[src/rtl/adc_trig_pkg.sv]
package adc_trig_pkg;

  typedef enum logic [2:0] {
    ST_IDLE  = 3'd0,
    ST_PULSE = 3'd1,
    ST_WAIT  = 3'd2,
    ST_READ  = 3'd3,
    ST_DONE  = 3'd4
  } trig_state_e;

  // Bits needed to count 0 .. n-1 (at least one bit).
  function automatic int unsigned cnt_width(input int unsigned n);
    return (n <= 2) ? 1 : $clog2(n);
  endfunction

  // True when the synchronized line sits at the configured active level.
  function automatic logic level_active(input logic line, input logic active_high);
    return line == active_high;
  endfunction

endpackage

[src/rtl/adc_trig_counter.sv]
module adc_trig_counter #(
  parameter int unsigned LIMIT = 2,
  parameter int unsigned W     = 1
) (
  input  logic         clk,
  input  logic         rst_n,
  input  logic         clr,
  input  logic         en,
  output logic [W-1:0] count,
  output logic         at_last
);

  localparam logic [W-1:0] LAST = W'(LIMIT - 1);

  assign at_last = (count == LAST);

  always_ff @(posedge clk or negedge rst_n) begin
    if (!rst_n)                count <= '0;
    else if (clr)              count <= '0;
    else if (en && !at_last)   count <= count + 1'b1;
  end

endmodule

[src/rtl/adc_eoc_sync.sv]
module adc_eoc_sync #(
  parameter int unsigned STAGES = 2
) (
  input  logic clk,
  input  logic rst_n,
  input  logic line_async,
  input  logic active_high,
  output logic eoc_hit
);
  import adc_trig_pkg::*;

  logic [STAGES-1:0] sync_q;

  generate
    if (STAGES == 1) begin : g_single
      always_ff @(posedge clk or negedge rst_n) begin
        if (!rst_n) sync_q <= '0;
        else        sync_q <= line_async;
      end
    end else begin : g_chain
      always_ff @(posedge clk or negedge rst_n) begin
        if (!rst_n) sync_q <= '0;
        else        sync_q <= {sync_q[STAGES-2:0], line_async};
      end
    end
  endgenerate

  assign eoc_hit = level_active(sync_q[STAGES-1], active_high);

endmodule

[src/rtl/adc_sync_trigger.sv]
module adc_sync_trigger #(
  parameter int unsigned N_CONV         = 4,
  parameter int unsigned PULSE_CYCLES   = 2,
  parameter int unsigned TIMEOUT_CYCLES = 4096,
  parameter int unsigned CHW            = adc_trig_pkg::cnt_width(N_CONV)
) (
  input  logic           clk,
  input  logic           rst_n,
  input  logic           start_req,
  input  logic           eoc_line,
  input  logic           eoc_active_high,
  output logic           conv_start,
  output logic           rd_strobe,
  output logic [CHW-1:0] rd_chan,
  output logic           done,
  output logic           timeout_err
);
  import adc_trig_pkg::*;

  localparam int unsigned PW_W = cnt_width(PULSE_CYCLES);
  localparam int unsigned TO_W = cnt_width(TIMEOUT_CYCLES);

  trig_state_e st_q, st_d;

  // Named internal events
  logic            eoc_hit;
  logic            start_accept;
  logic            pulse_last;
  logic            wait_last;
  logic            read_last;
  logic            timeout_evt;
  logic [PW_W-1:0] pulse_cnt;
  logic [TO_W-1:0] wait_cnt;
  logic            err_q;

  adc_eoc_sync #(.STAGES(2)) u_sync (
    .clk         (clk),
    .rst_n       (rst_n),
    .line_async  (eoc_line),
    .active_high (eoc_active_high),
    .eoc_hit     (eoc_hit)
  );

  adc_trig_counter #(.LIMIT(PULSE_CYCLES), .W(PW_W)) u_pulse_cnt (
    .clk     (clk),
    .rst_n   (rst_n),
    .clr     (st_q != ST_PULSE),
    .en      (st_q == ST_PULSE),
    .count   (pulse_cnt),
    .at_last (pulse_last)
  );

  adc_trig_counter #(.LIMIT(TIMEOUT_CYCLES), .W(TO_W)) u_wait_cnt (
    .clk     (clk),
    .rst_n   (rst_n),
    .clr     (st_q != ST_WAIT),
    .en      (st_q == ST_WAIT),
    .count   (wait_cnt),
    .at_last (wait_last)
  );

  adc_trig_counter #(.LIMIT(N_CONV), .W(CHW)) u_chan_cnt (
    .clk     (clk),
    .rst_n   (rst_n),
    .clr     (st_q != ST_READ),
    .en      (st_q == ST_READ),
    .count   (rd_chan),
    .at_last (read_last)
  );

  assign start_accept = (st_q == ST_IDLE) && start_req;
  assign timeout_evt  = (st_q == ST_WAIT) && !eoc_hit && wait_last;

  always_comb begin
    st_d = st_q;
    unique case (st_q)
      ST_IDLE:  if (start_req)  st_d = ST_PULSE;
      ST_PULSE: if (pulse_last) st_d = ST_WAIT;
      ST_WAIT: begin
        if (eoc_hit)        st_d = ST_READ;
        else if (wait_last) st_d = ST_IDLE;
      end
      ST_READ:  if (read_last)  st_d = ST_DONE;
      ST_DONE:  st_d = ST_IDLE;
      default:  st_d = ST_IDLE;
    endcase
  end

  always_ff @(posedge clk or negedge rst_n) begin
    if (!rst_n) begin
      st_q  <= ST_IDLE;
      err_q <= 1'b0;
    end else begin
      st_q <= st_d;
      if (start_accept)     err_q <= 1'b0;
      else if (timeout_evt) err_q <= 1'b1;
    end
  end

  assign conv_start  = (st_q == ST_PULSE);
  assign rd_strobe   = (st_q == ST_READ);
  assign done        = (st_q == ST_DONE);
  assign timeout_err = err_q;

endmodule

[config.mk]
export PLATFORM = sky130hd
export DESIGN_NAME = adc_sync_trigger
export DESIGN_NICKNAME = d
export VERILOG_FILES = /design/src/rtl/adc_trig_pkg.sv /design/src/rtl/adc_trig_counter.sv /design/src/rtl/adc_eoc_sync.sv /design/src/rtl/adc_sync_trigger.sv
export SDC_FILE = /design/constraint.sdc
export NUM_CORES = 1
export LEC_CHECK = 0
export BUFFER_PORTS_ARGS = -buffer_cell sky130_fd_sc_hd__buf_2
export CAP_MARGIN = 10
export CORE_ASPECT_RATIO = 0.7
export CORE_UTILIZATION = 33
export CTS_BUF_LIST = sky130_fd_sc_hd__clkbuf_16
export DETAILED_ROUTE_END_ITERATION = 6
export GPL_ROUTABILITY_DRIVEN = 0
export MAX_ROUTING_LAYER = met4
export PLACE_DENSITY = 0.53
export SYNTH_ARGS = -nofsm -noshare
export SYNTH_HDL_FRONTEND = slang
export SYNTH_SLANG_ARGS = --single-unit
[constraint.sdc]
create_clock -name clk -period 4.61 [get_ports clk]
set_input_delay 0.461 -clock clk [delete_from_list [all_inputs] [get_ports clk]]
set_output_delay 0.461 -clock clk [all_outputs]
set_load 0.01 [all_outputs]
---- Word level (Yosys, flattened, before mapping) ----
Cells that the tools add are included.
word-level totals
  register bits after elaboration ......... 21
  bits in latches ......................... 0
  memory bits (writable) .................. 0
  ROM bits ................................ 0
  input port bits ......................... 5
  word-level logic and storage cells ...... 53
  memories ................................ 0
operators by class
  add/subtract/negate cells ............... 3
  multipliers ............................. 0
  divide/modulo/power cells ............... 0
  magnitude comparators ................... 0
  eq/ne operators ......................... 14
  shift-type cells ........................ 0
  multiplexer cells ....................... 14
  bitwise logic cells ..................... 0
  reduce and logical (&&, ||, !) cells .... 16
operators by type and width
  kind                   count
  $mux 12                2
  $mux 3                 5
  $add 12x1->12 const B  1
  $eq 12x12->1 const B   1
  $pmux 3 s4             1
  $reduce_bool 2->1      4
  $eq 3x2->1 const B     2
  $logic_and 1x1->1      6
  $ne 2x2->1 const B     3
  $ne 3x2->1 const B     2
  $logic_not 1->1        4
  $mux 1                 4
  $mux 2                 2
  $reduce_and 4->1       1
  $eq 3x1->1 const B     1
  $eq 3x3->1 const B     1
  $logic_not 3->1        1
  $ne 3x1->1 const B     1
  $ne 3x3->1 const B     1
  $add 2x1->2 const B    1
  $eq 2x2->1 const B     1
  $add 1x1->1 const B    1
  $eq 1x1->1             1

---- Logic depth before layout (Yosys ltp) ----
  depth in word-level cells ............... 6
  mapped depth ............................ 5
  gate-level depth less buffers ........... 5

---- By module ----
A second synthesis with hierarchy kept.
second synthesis, totals
  cell total of the unflattened synthesis .. 111
  area, all modules ....................... 1,141.1 µm²
by module, submodules not included
  module                           times used  cells an instance  area an instance (µm²)  sequential area each (µm²)
  adc_trig_counter at u_wait_cnt   1           67                 661.9                   300.3
  adc_sync_trigger                 1           28                 254.0                   100.1
  adc_trig_counter at u_chan_cnt   1           10                 123.9                   50.0
  adc_eoc_sync                     1           3                  58.8                    50.0
  adc_trig_counter at u_pulse_cnt  1           3                  42.5                    25.0

---- Worst setup path before layout ----
No wires, ideal clock.
  kind .................................... register to register
  start ................................... register u_wait_cnt.count[0]
  end ..................................... register u_wait_cnt.count[3]
  library setup time ...................... 0.078 ns
  data arrival time ....................... 1.418 ns
  required time ........................... 4.532 ns
  slack ................................... 3.114 ns
  cell stages (with the launch flop) ...... 6
  path buffers ............................ 0
  period minus slack after synthesis ...... 1.496 ns
  cells stage by stage .................... dfrtp_1 -> ha_1 -> inv_1 -> nor4_4 -> or3_2 -> a21oi_1
between the ends
  cells in the longest elaborated chain, start to end .. 4
RTL lines
  item                                                   RTL line                text
  from (decl)                                            adc_trig_counter.sv:9   output logic [W-1:0] count,
  from (signal assigned)                                 adc_trig_counter.sv:20  else if (en && !at_last) count <= count + 1'b1;
  branches (longest 4 deep; another with $add 12x1->12)  n/a
Parallel ways; which one is timed is not known. The select of a mux whose other input is x is not followed.
A chain may end at the register's enable or synchronous reset.

---- Worst setup path after layout ----
  start ................................... register u_wait_cnt.count[0]
  end ..................................... register u_wait_cnt.count[1]
The elaborated chain is that of the path after synthesis.

==> flow_summary.ini <==
[run_status]
status = completed

[power_and_ir_drop]
leakage_nw = 0.555
p_per_area_nw_per_um2 = 448
ir_drop_uv = 250

[drt]
wire_per_inst_um = 13.4
first_pass_iters = 4
drt_iter0_markers = 33
num_vias = 816
vias_per_cell = 5.33
drc = 0
wl_um = 2050
antenna_left = 0

[sta]
period_share = 0.368
slew_violations = 0
finalCriticalPeriod_ns = 1.70
layout_setup_ws_ns = 2.91
relSlewSlack = 0.675
fmax_mhz = 589
timing.setup.tns_ns = 0
holdWs_ns = 0.162
final_hold_viol_count = 0
setup_viol = 0
rsz0062_at_grt = no
fin_skew_ns = 0.00380
worst_slew_pin_slew_ns = 0.487

[worst_setup_path]
cp-start-kind = flip-flop
path_class = flip-flop to flip-flop
critPathRequiredTime_ns = 4.74
end_kind = flip-flop
crit_fanout = 8
worst_ep_arrival_time_ns = 1.82

[logic_synthesis]
synth.ff_latch_count = 21
syn_area_per_cell_um2 = 10.0
synth_flop_cell = dfrtp_1
synth_cell_type_count = 35
yosys.area.top_type = dfrtp_1
synth_top_cells_by_count = dfrtp_1 (21), nor2_1 (13), nand2_1 (7)
yosysMostFrequentCell = dfrtp_1
seq_area_frac_synth = 0.494
synth_area_leaders = dfrtp_1 (49%), nor2_1 (4.6%), xor2_1 (4.1%)
netlist_area_um2 = 1060
synth-edff-count = 0
netlist_instances = 106
ys_warn_count = 0
synth_nets = 113
async_reset_ff_frac = 1.00
netlist.area_leader.share = 0.494

[placed_design]
portBuffers = 10
dpl_worst_slack_ns = 2.95
dp.cells = 149
dp_hpwl_um = 1430

[clocking]
cts.sinks = 21
ctsHoldBuffers = 0
clk_latency_ns = 0.25
clk_pin_slew_worst_paths_ns = 0.06
htreeDepth = 1
root_buffer = clkbuf_16
post_cts_buffers = 0
cts_resized = 0
cts_tree = done
cts.path.max_buffers = 2
numCtsBuffers = 3

[global_route]
grt.overflow.total = 0
grt_max_degree = 22
grt_usage = 0.141
antenna_found_initial = 0
grt_pass1_wl_um = 3600
grt_pass1_vias = 746

[die]
coreArea_um2 = 2920
io_pins = 11
die_h_um = 49.5
fp-row-count = 16
die_area_um2 = 3460
initial_core_util = 0.364
die-width_um = 69.9

[layout]
nNetsFinal = 125
fin_util = 0.419
instances_no_fill = 153
diodes = 0
area_delta_synth_final_pct = 15.2
drive_gt1_frac = 0.171

[job]
cap_violations = 0

[min_path]
hold_class = input pin to async pin
## where the power goes
part | internal, W | switching (W) | leakage, nW
logic | 0.0000524 | 0.0000727 | 0.235
clock network | 0.000116 | 0.0000661 | 0.0423
registers | 0.000210 | 0.0000316 | 0.278
total | 0.000378 | 0.000170 | 0.555
## sequential cells by signal, summed over array words and instances (netlist names)
signal and count:
u_pulse_cnt.at_last 1, timeout_err 1, u_chan_cnt.count 2, u_sync.sync_q 2, u_wait_cnt.count 12, st_q 3
## path summary, 6_finish.rpt
check                      cells past startpoint                start  slack, ns             endpoint
min in group clk                               1             eoc_line       0.31     u_sync.sync_q[0]
min                                            1                rst_n       0.16  u_chan_cnt.count[0]
max                                            5  u_wait_cnt.count[0]       2.91  u_wait_cnt.count[1]
max in group asynchronous                      1                rst_n       4.11  u_wait_cnt.count[7]
max reg2reg                                    5  u_wait_cnt.count[0]       2.91  u_wait_cnt.count[1]
min reg2reg                                    0     u_sync.sync_q[0]       0.35     u_sync.sync_q[1]
## per-stage QoR
stage	total power, W	area, um2
global route	0.000586	1220
finish	0.000549	1220
CTS	0.000554	1220
global placement	0.000366	1150
floorplan	0.000329	1060
detailed placement	0.000369	1150
## per-layer routing
metal,vias up,GRT usage,share of wire
met5,-,-,0
met1,391,0.197,0.54
met4,0,0.0700,0.020
met2,16,0.176,0.39
met3,5,0.0491,0.043
li1,404,-,-
## layout by cell type, fill, tap and decap left out, types with 4 or more instances in the layout
cell type  count
o21ai_0        4
nor3b_1        4
nor2_1        13
nor3_1         6
nand2_1        7
a21oi_1        5
xor2_1         5
inv_1          7
dfrtp_1       21
buf_2         10
## layout make-up
| cell class | instances | area (um2) |
|---|---|---|
| clock buffer | 3 | 75.1 |
| sequential | 21 | 526 |
| fill | 298 | 1700 |
| clock inverter | 1 | 3.75 |
| multi-input combinational | 76 | 503 |
| tap | 36 | 45.0 |
| timing repair buffer | 10 | 50.0 |
| inverter | 6 | 22.5 |
## kinds of logic after synthesis
kind of cell / after synthesis / synth area share
DFF: 21 / 0.494
AOI/OAI and AO/OA: 19 / 0.116
and+or+nand+nor: 48 / 0.273
muxes: 2 / 0.0188
adders and majority gates: 2 / 0.0235
xor gates and xnor gates: 5 / 0.0412
buffers and inverters: 9 / 0.0329
## worst max-delay path, cell delays in order (launching register included)
cell and delay (ns):
dfrtp_1 0.41, ha_1 0.25, inv_1 0.12, nor4_4 0.50
mux2i_1 0.24, nor2_1 0.05
No activity file was read; power rests on OpenSTA's default activity.
